<file path="config.mk">
export PLATFORM = sky130hd
export DESIGN_NAME = nextpc_unit
export DESIGN_NICKNAME = d
export VERILOG_FILES = /design/src/rtl/nextpc_pkg.sv /design/src/rtl/nextpc_cond.sv /design/src/rtl/nextpc_target.sv /design/src/rtl/nextpc_unit.sv
export SDC_FILE = /design/constraint.sdc
export NUM_CORES = 1
export LEC_CHECK = 0
export ABC_AREA = 1
export CAP_MARGIN = 20
export CORE_ASPECT_RATIO = 0.8
export CORE_MARGIN = 5
export CORE_UTILIZATION = 25
export CTS_CLUSTER_DIAMETER = 80
export CTS_CLUSTER_SIZE = 40
export DETAILED_ROUTE_END_ITERATION = 16
export DONT_BUFFER_PORTS = 1
export HOLD_SLACK_MARGIN = 0.15
export PLACE_DENSITY_LB_ADDON = 0.12
export SLEW_MARGIN = 25
export SYNTH_ARGS = -nofsm -noshare
export SYNTH_HDL_FRONTEND = slang
export SYNTH_SLANG_ARGS = --single-unit
</file>
<file path="constraint.sdc">
create_clock -name clk -period 5.2 [get_ports clk]
set_clock_uncertainty 0.2 [all_clocks]
set_input_delay 1.04 -clock clk [delete_from_list [all_inputs] [get_ports clk]]
set_output_delay 1.04 -clock clk [all_outputs]
set_load 0.02 [all_outputs]
</file>
<file path="src/rtl/nextpc_pkg.sv">
package nextpc_pkg;
  typedef enum logic [3:0] {
    CL_SEQ      = 4'd0,
    CL_BR_EQ    = 4'd1,
    CL_BR_NE    = 4'd2,
    CL_BR_LEZ   = 4'd3,
    CL_BR_GTZ   = 4'd4,
    CL_BR_LTZ   = 4'd5,
    CL_BR_GEZ   = 4'd6,
    CL_BR_LTZ_L = 4'd7,
    CL_BR_GEZ_L = 4'd8,
    CL_JMP      = 4'd9,
    CL_JMP_L    = 4'd10,
    CL_JREG     = 4'd11,
    CL_JREG_L   = 4'd12,
    CL_RSV13    = 4'd13,
    CL_RSV14    = 4'd14,
    CL_RSV15    = 4'd15
  } ctl_e;
endpackage

</file>
<file path="src/rtl/nextpc_cond.sv">
module nextpc_cond
  import nextpc_pkg::*;
#(
  parameter int DATA_W = 32
) (
  input  ctl_e              cls,
  input  logic [DATA_W-1:0] op_a,
  input  logic [DATA_W-1:0] op_b,
  output logic              cond_ok
);
  logic neg, zero, same;

  assign neg  = op_a[DATA_W-1];
  assign zero = (op_a == '0);
  assign same = (op_a == op_b);

  always_comb begin
    unique case (cls)
      CL_BR_EQ:                 cond_ok = same;
      CL_BR_NE:                 cond_ok = !same;
      CL_BR_LEZ:                cond_ok = neg || zero;
      CL_BR_GTZ:                cond_ok = !neg && !zero;
      CL_BR_LTZ, CL_BR_LTZ_L:   cond_ok = neg;
      CL_BR_GEZ, CL_BR_GEZ_L:   cond_ok = !neg;
      default:                  cond_ok = 1'b0;
    endcase
  end
endmodule

</file>
<file path="src/rtl/nextpc_target.sv">
module nextpc_target #(
  parameter int ADDR_W = 32,
  parameter int OFF_W  = 16,
  parameter int JT_W   = 26
) (
  input  logic [ADDR_W-1:0] pc,
  input  logic [OFF_W-1:0]  offset,
  input  logic [JT_W-1:0]   field,
  output logic [ADDR_W-1:0] pc_plus4,
  output logic [ADDR_W-1:0] br_target,
  output logic [ADDR_W-1:0] jmp_target
);
  localparam int EXT_W = ADDR_W - OFF_W - 2;
  localparam int HI_W  = ADDR_W - JT_W - 2;

  logic [ADDR_W-1:0] disp;

  assign pc_plus4 = pc + ADDR_W'(4);

  generate
    if (EXT_W > 0) begin : g_ext
      assign disp = {{EXT_W{offset[OFF_W-1]}}, offset, 2'b00};
    end else begin : g_noext
      assign disp = {offset[ADDR_W-3:0], 2'b00};
    end
  endgenerate

  assign br_target = pc_plus4 + disp;

  generate
    if (HI_W > 0) begin : g_hi
      assign jmp_target = {pc_plus4[ADDR_W-1 -: HI_W], field, 2'b00};
    end else begin : g_nohi
      assign jmp_target = {field[ADDR_W-3:0], 2'b00};
    end
  endgenerate
endmodule

</file>
<file path="src/rtl/nextpc_unit.sv">
module nextpc_unit
  import nextpc_pkg::*;
#(
  parameter int              ADDR_W    = 32,
  parameter int              OFF_W     = 16,
  parameter int              JT_W      = 26,
  parameter int              REG_W     = 5,
  parameter int              LINK_REG  = 31,
  parameter logic [31:0]     RESET_VEC = 32'h0040_0000
) (
  input  logic              clk,
  input  logic              rst,
  input  logic              advance,
  input  logic [3:0]        ctl,
  input  logic [ADDR_W-1:0] opnd_a,
  input  logic [ADDR_W-1:0] opnd_b,
  input  logic [OFF_W-1:0]  br_offset,
  input  logic [JT_W-1:0]   jmp_field,
  output logic [ADDR_W-1:0] pc_q,
  output logic              taken_q,
  output logic              link_we_q,
  output logic [REG_W-1:0]  link_addr_q,
  output logic [ADDR_W-1:0] link_data_q,
  output logic              misalign_q
);
  localparam int HI_W = ADDR_W - JT_W - 2;

  ctl_e              cls;
  logic              cond_ok;
  logic [ADDR_W-1:0] pcp4, br_tgt, jmp_tgt;
  logic [ADDR_W-1:0] nxt_pc;
  logic              nxt_taken, nxt_link, nxt_mis;

  assign cls = ctl_e'(ctl);

  nextpc_cond #(.DATA_W(ADDR_W)) u_cond (
    .cls     (cls),
    .op_a    (opnd_a),
    .op_b    (opnd_b),
    .cond_ok (cond_ok)
  );

  nextpc_target #(.ADDR_W(ADDR_W), .OFF_W(OFF_W), .JT_W(JT_W)) u_tgt (
    .pc         (pc_q),
    .offset     (br_offset),
    .field      (jmp_field),
    .pc_plus4   (pcp4),
    .br_target  (br_tgt),
    .jmp_target (jmp_tgt)
  );

  always_comb begin
    nxt_pc    = pcp4;
    nxt_taken = 1'b0;
    nxt_link  = 1'b0;
    nxt_mis   = 1'b0;
    unique case (cls)
      CL_BR_EQ, CL_BR_NE, CL_BR_LEZ, CL_BR_GTZ,
      CL_BR_LTZ, CL_BR_GEZ, CL_BR_LTZ_L, CL_BR_GEZ_L: begin
        if (cond_ok) begin
          nxt_pc    = br_tgt;
          nxt_taken = 1'b1;
        end
        nxt_link = (cls == CL_BR_LTZ_L) || (cls == CL_BR_GEZ_L);
      end
      CL_JMP, CL_JMP_L: begin
        nxt_pc    = jmp_tgt;
        nxt_taken = 1'b1;
        nxt_link  = (cls == CL_JMP_L);
      end
      CL_JREG, CL_JREG_L: begin
        if (opnd_a[1:0] != 2'b00) begin
          nxt_pc  = pc_q;
          nxt_mis = 1'b1;
        end else begin
          nxt_pc    = opnd_a;
          nxt_taken = 1'b1;
          nxt_link  = (cls == CL_JREG_L);
        end
      end
      default: ;
    endcase
  end

  always_ff @(posedge clk) begin
    if (rst) begin
      pc_q        <= RESET_VEC[ADDR_W-1:0];
      taken_q     <= 1'b0;
      link_we_q   <= 1'b0;
      link_addr_q <= '0;
      link_data_q <= '0;
      misalign_q  <= 1'b0;
    end else if (advance) begin
      pc_q        <= nxt_pc;
      taken_q     <= nxt_taken;
      link_we_q   <= nxt_link;
      link_addr_q <= nxt_link ? REG_W'(LINK_REG) : '0;
      link_data_q <= pcp4;
      misalign_q  <= nxt_mis;
    end else begin
      taken_q     <= 1'b0;
      link_we_q   <= 1'b0;
      link_addr_q <= '0;
      misalign_q  <= 1'b0;
    end
  end

  // Sequential step adds exactly one instruction word.
  assert_seq_step_R2: assert property (@(posedge clk) disable iff (rst)
    (advance && ctl == 4'd0) |=> (pc_q == $past(pc_q) + ADDR_W'(4)));

  // Jump keeps the region bits of PC+4 and lands word aligned.
  assert_jump_region_R6: assert property (@(posedge clk) disable iff (rst)
    (advance && (ctl == 4'd9 || ctl == 4'd10)) |=>
      (pc_q[1:0] == 2'b00 && pc_q[ADDR_W-1 -: HI_W] == $past(pcp4[ADDR_W-1 -: HI_W])));

  // Return address is the word after the instruction that linked.
  assert_link_data_R7: assert property (@(posedge clk) disable iff (rst)
    link_we_q |-> (link_data_q == $past(pc_q) + ADDR_W'(4)));

  // A faulting register jump leaves the PC where it was.
  assert_misalign_hold_R9: assert property (@(posedge clk) disable iff (rst)
    misalign_q |-> ($stable(pc_q) && !taken_q && !link_we_q));

  // No step: PC holds and no flag is raised.
  assert_idle_hold_R10: assert property (@(posedge clk) disable iff (rst)
    !advance |=> ($stable(pc_q) && !taken_q && !link_we_q && !misalign_q));
endmodule

</file>
==> metrics.cfg <==
[run_status]
outcome = completed

[detailed_routing]
drt_pre_antenna_iters = 5
wire_per_inst_um = 19.0
vias = 6847
drt-initial-drc-count = 414
via_per_inst = 4.73
wl_mm = 27.6
drtAntennaViolNets = 0
drc = 0

[timing]
worst_pin_slew_ns = 0.795
rsz0062_at_grt = false
period_needed_ns = 4.32
min_period_over_period_pct = 83.0
slew_viol_final = 0
setup_violations = 0
fmax_mhz = 232
fin_tns_setup_ns = 0
hold_viol = 0
slew_headroom_pct = 46.9

[worst_hold_path]
hold_path_class = reg2reg

[power_and_ir_drop]
p_leak_nw = 3.41
peakVddDrop_mv = 0.139
power_density_nw_per_um2 = 256

[clocking]
clock_latency_ns = 0.34
h-tree-depth = 3
clk_transition_reported_paths_ns = 0.06
cts_setup_buffers = 0
postCtsHoldBufs = 0
post_cts_resized = 0
cts.sinks = 67
cts_tree = yes
numCtsBuffers = 9
root_buffer = clkbuf_16
clockBufferDepth = 2

[critical_path]
cp-start-kind = flip-flop
crit_required_ns = 5.24
arrival_ns = 4.35
crit_path_end_kind = flip-flop
worstSetupPathType = reg2reg
worstPathMaxFanout = 5

[floorplanning]
core_um2 = 26300
rows = 53
dieArea_um2 = 30100
die_w_um = 193
initial_core_util_pct = 25.4
die_h_um = 156
pin_count = 185

[synthesis]
synth_compound_area_share_pct = 17.3
synth_xor_area_share_pct = 9.29
yosys.area_share.simple_pct = 35.8
synth_fa_ha_area_share_pct = 6.67
ys_seq_area_share_pct = 20.1
synth_area_leaders = dfxtp_1 (20%), nand2_1 (16%), nor2_1 (8.4%), inv_1 (7.6%), a21oi_1 (6.9%)
synth_cell_types = 48
synth_top_family_by_area = simple AND/OR/NAND/NOR gates
synth_warnings = 0
synthMuxAreaShare_pct = 0
avgSynthCellArea_um2 = 6.06
synth_top_area_share_pct = 20.1
ys_ff_latch = 67
netlist_area_um2 = 6680
yosys.area.top_type = dfxtp_1
synth_cells = 1103
syn_nets = 1251

[run]
cap_violations = 0

[grt]
grt_pass1_vias = 6607
grt-ovfl-total = 0
grt_pass1_wl_mm = 41.2
grt_max_degree = 57
grt_use_total_pct = 18.1
grt_antenna_before_repair = 1

[cells_and_area]
mostFrequentLayoutCells = nand2_1 (282), nor2_1 (149), inv_1 (136)
syn_to_final_growth_pct = 9.01
final_nets = 1235
post-route-util_pct = 27.7
stdcell_area_um2 = 7280
final_common_cell = nand2_1
drive_gt1_share_pct = 6.04
diodes = 0

[placement]
place_hpwl_mm = 23.0
postPlaceCellArea_um2 = 6990
port-buffer-count = 0
gp_congestion = 0.887

state kept, by name, indices dropped and copies added, names as in the netlist:
signal       cells
link_addr_q      1
link_data_q     32
misalign_q       1
pc_q            32
taken_q          1
final timing paths:
kind	start	end	slack, ns	cells after the start
worst min-delay path	pc_q[1]	pc_q[1]	0.38	2
worst max-delay path	pc_q[2]	pc_q[29]	0.88	23
worst min register to register	pc_q[1]	pc_q[1]	0.38	2
worst max register to register	pc_q[2]	pc_q[29]	0.88	23
synth_stat cells (all sizes together):
library cell,count
nand2,292
nor2,156
inv,143
a21oi,102
dfxtp,67
nand3,60
o21ai,58
xnor2,37
ha,34
xor2,33
buf,19
a22o,18
nor3,18
nand4,16
clkbuf,15
o21bai,6
a21o,5
nand3b,4
nor4,4
a21boi,2
a31oi,2
and3,2
o21a,2
and2,1
clkinv,1
fa,1
nand2b,1
nor2b,1
o221ai,1
o22ai,1
o31ai,1
kinds of logic after synthesis:
family,after synthesis
fa+ha+maj,35
xor+xnor,70
compound gates,198
flops,67
simple gates,555
buf+inv,178
power by group:
part           switching, mW  internal [mW]  total (mW)
Sequential             0.101          0.554       0.656
Combinational          0.402          0.215       0.617
Clock                  0.250          0.340       0.590
Total                  0.754           1.11        1.86
stage by stage:
step	cells	power (mW)	setup slack (ns)	hold WS (ns)
floorplan	1103	1.11	1.77	0.238
global placement	1433	1.29	0.822	0.372
detailed placement	1433	1.29	0.949	0.373
CTS	1449	1.89	0.915	0.384
global route	1449	2.00	0.303	0.391
finish	1449	1.86	0.882	0.378
routing by layer:
layer | vias to the layer above | routed length, µm | global-route usage (%)
met5 | - | 13 | 0
met4 | 2 | 295 | 2.75
met3 | 20 | 1700 | 4.79
met2 | 174 | 12900 | 29.6
met1 | 3131 | 12700 | 24.4
li1 | 3520 | - | -
layout make-up:
type | count | area, µm²
clock buffer | 10 | 239
clock inverter | 6 | 47.5
fill | 3002 | 19000
inverter | 144 | 541
multi-input combinational | 858 | 4610
sequential | 67 | 1340
tap | 357 | 447
timing repair buffer | 7 | 52.6
critical path, stage by stage, from the launching register on:
cell and delay [ns]:
dfxtp_1 0.52, ha_1 0.30, nand3_1 0.26, nor2_1 0.21, nand2_1 0.11, nor3_2 0.21, inv_1 0.12, o31ai_1 0.20
nand2_1 0.11, inv_1 0.09, ha_1 0.28, a21oi_1 0.21, nor2_1 0.06, nor2_1 0.12, a21boi_0 0.37, nor2_1 0.13
nor2_1 0.15, nand2_1 0.07, nand2_1 0.06, nand2_1 0.04, a21boi_0 0.17, nand3_1 0.11, nand2_1 0.09, inv_1 0.04
Note: power is estimated with default switching activity, not from simulation.
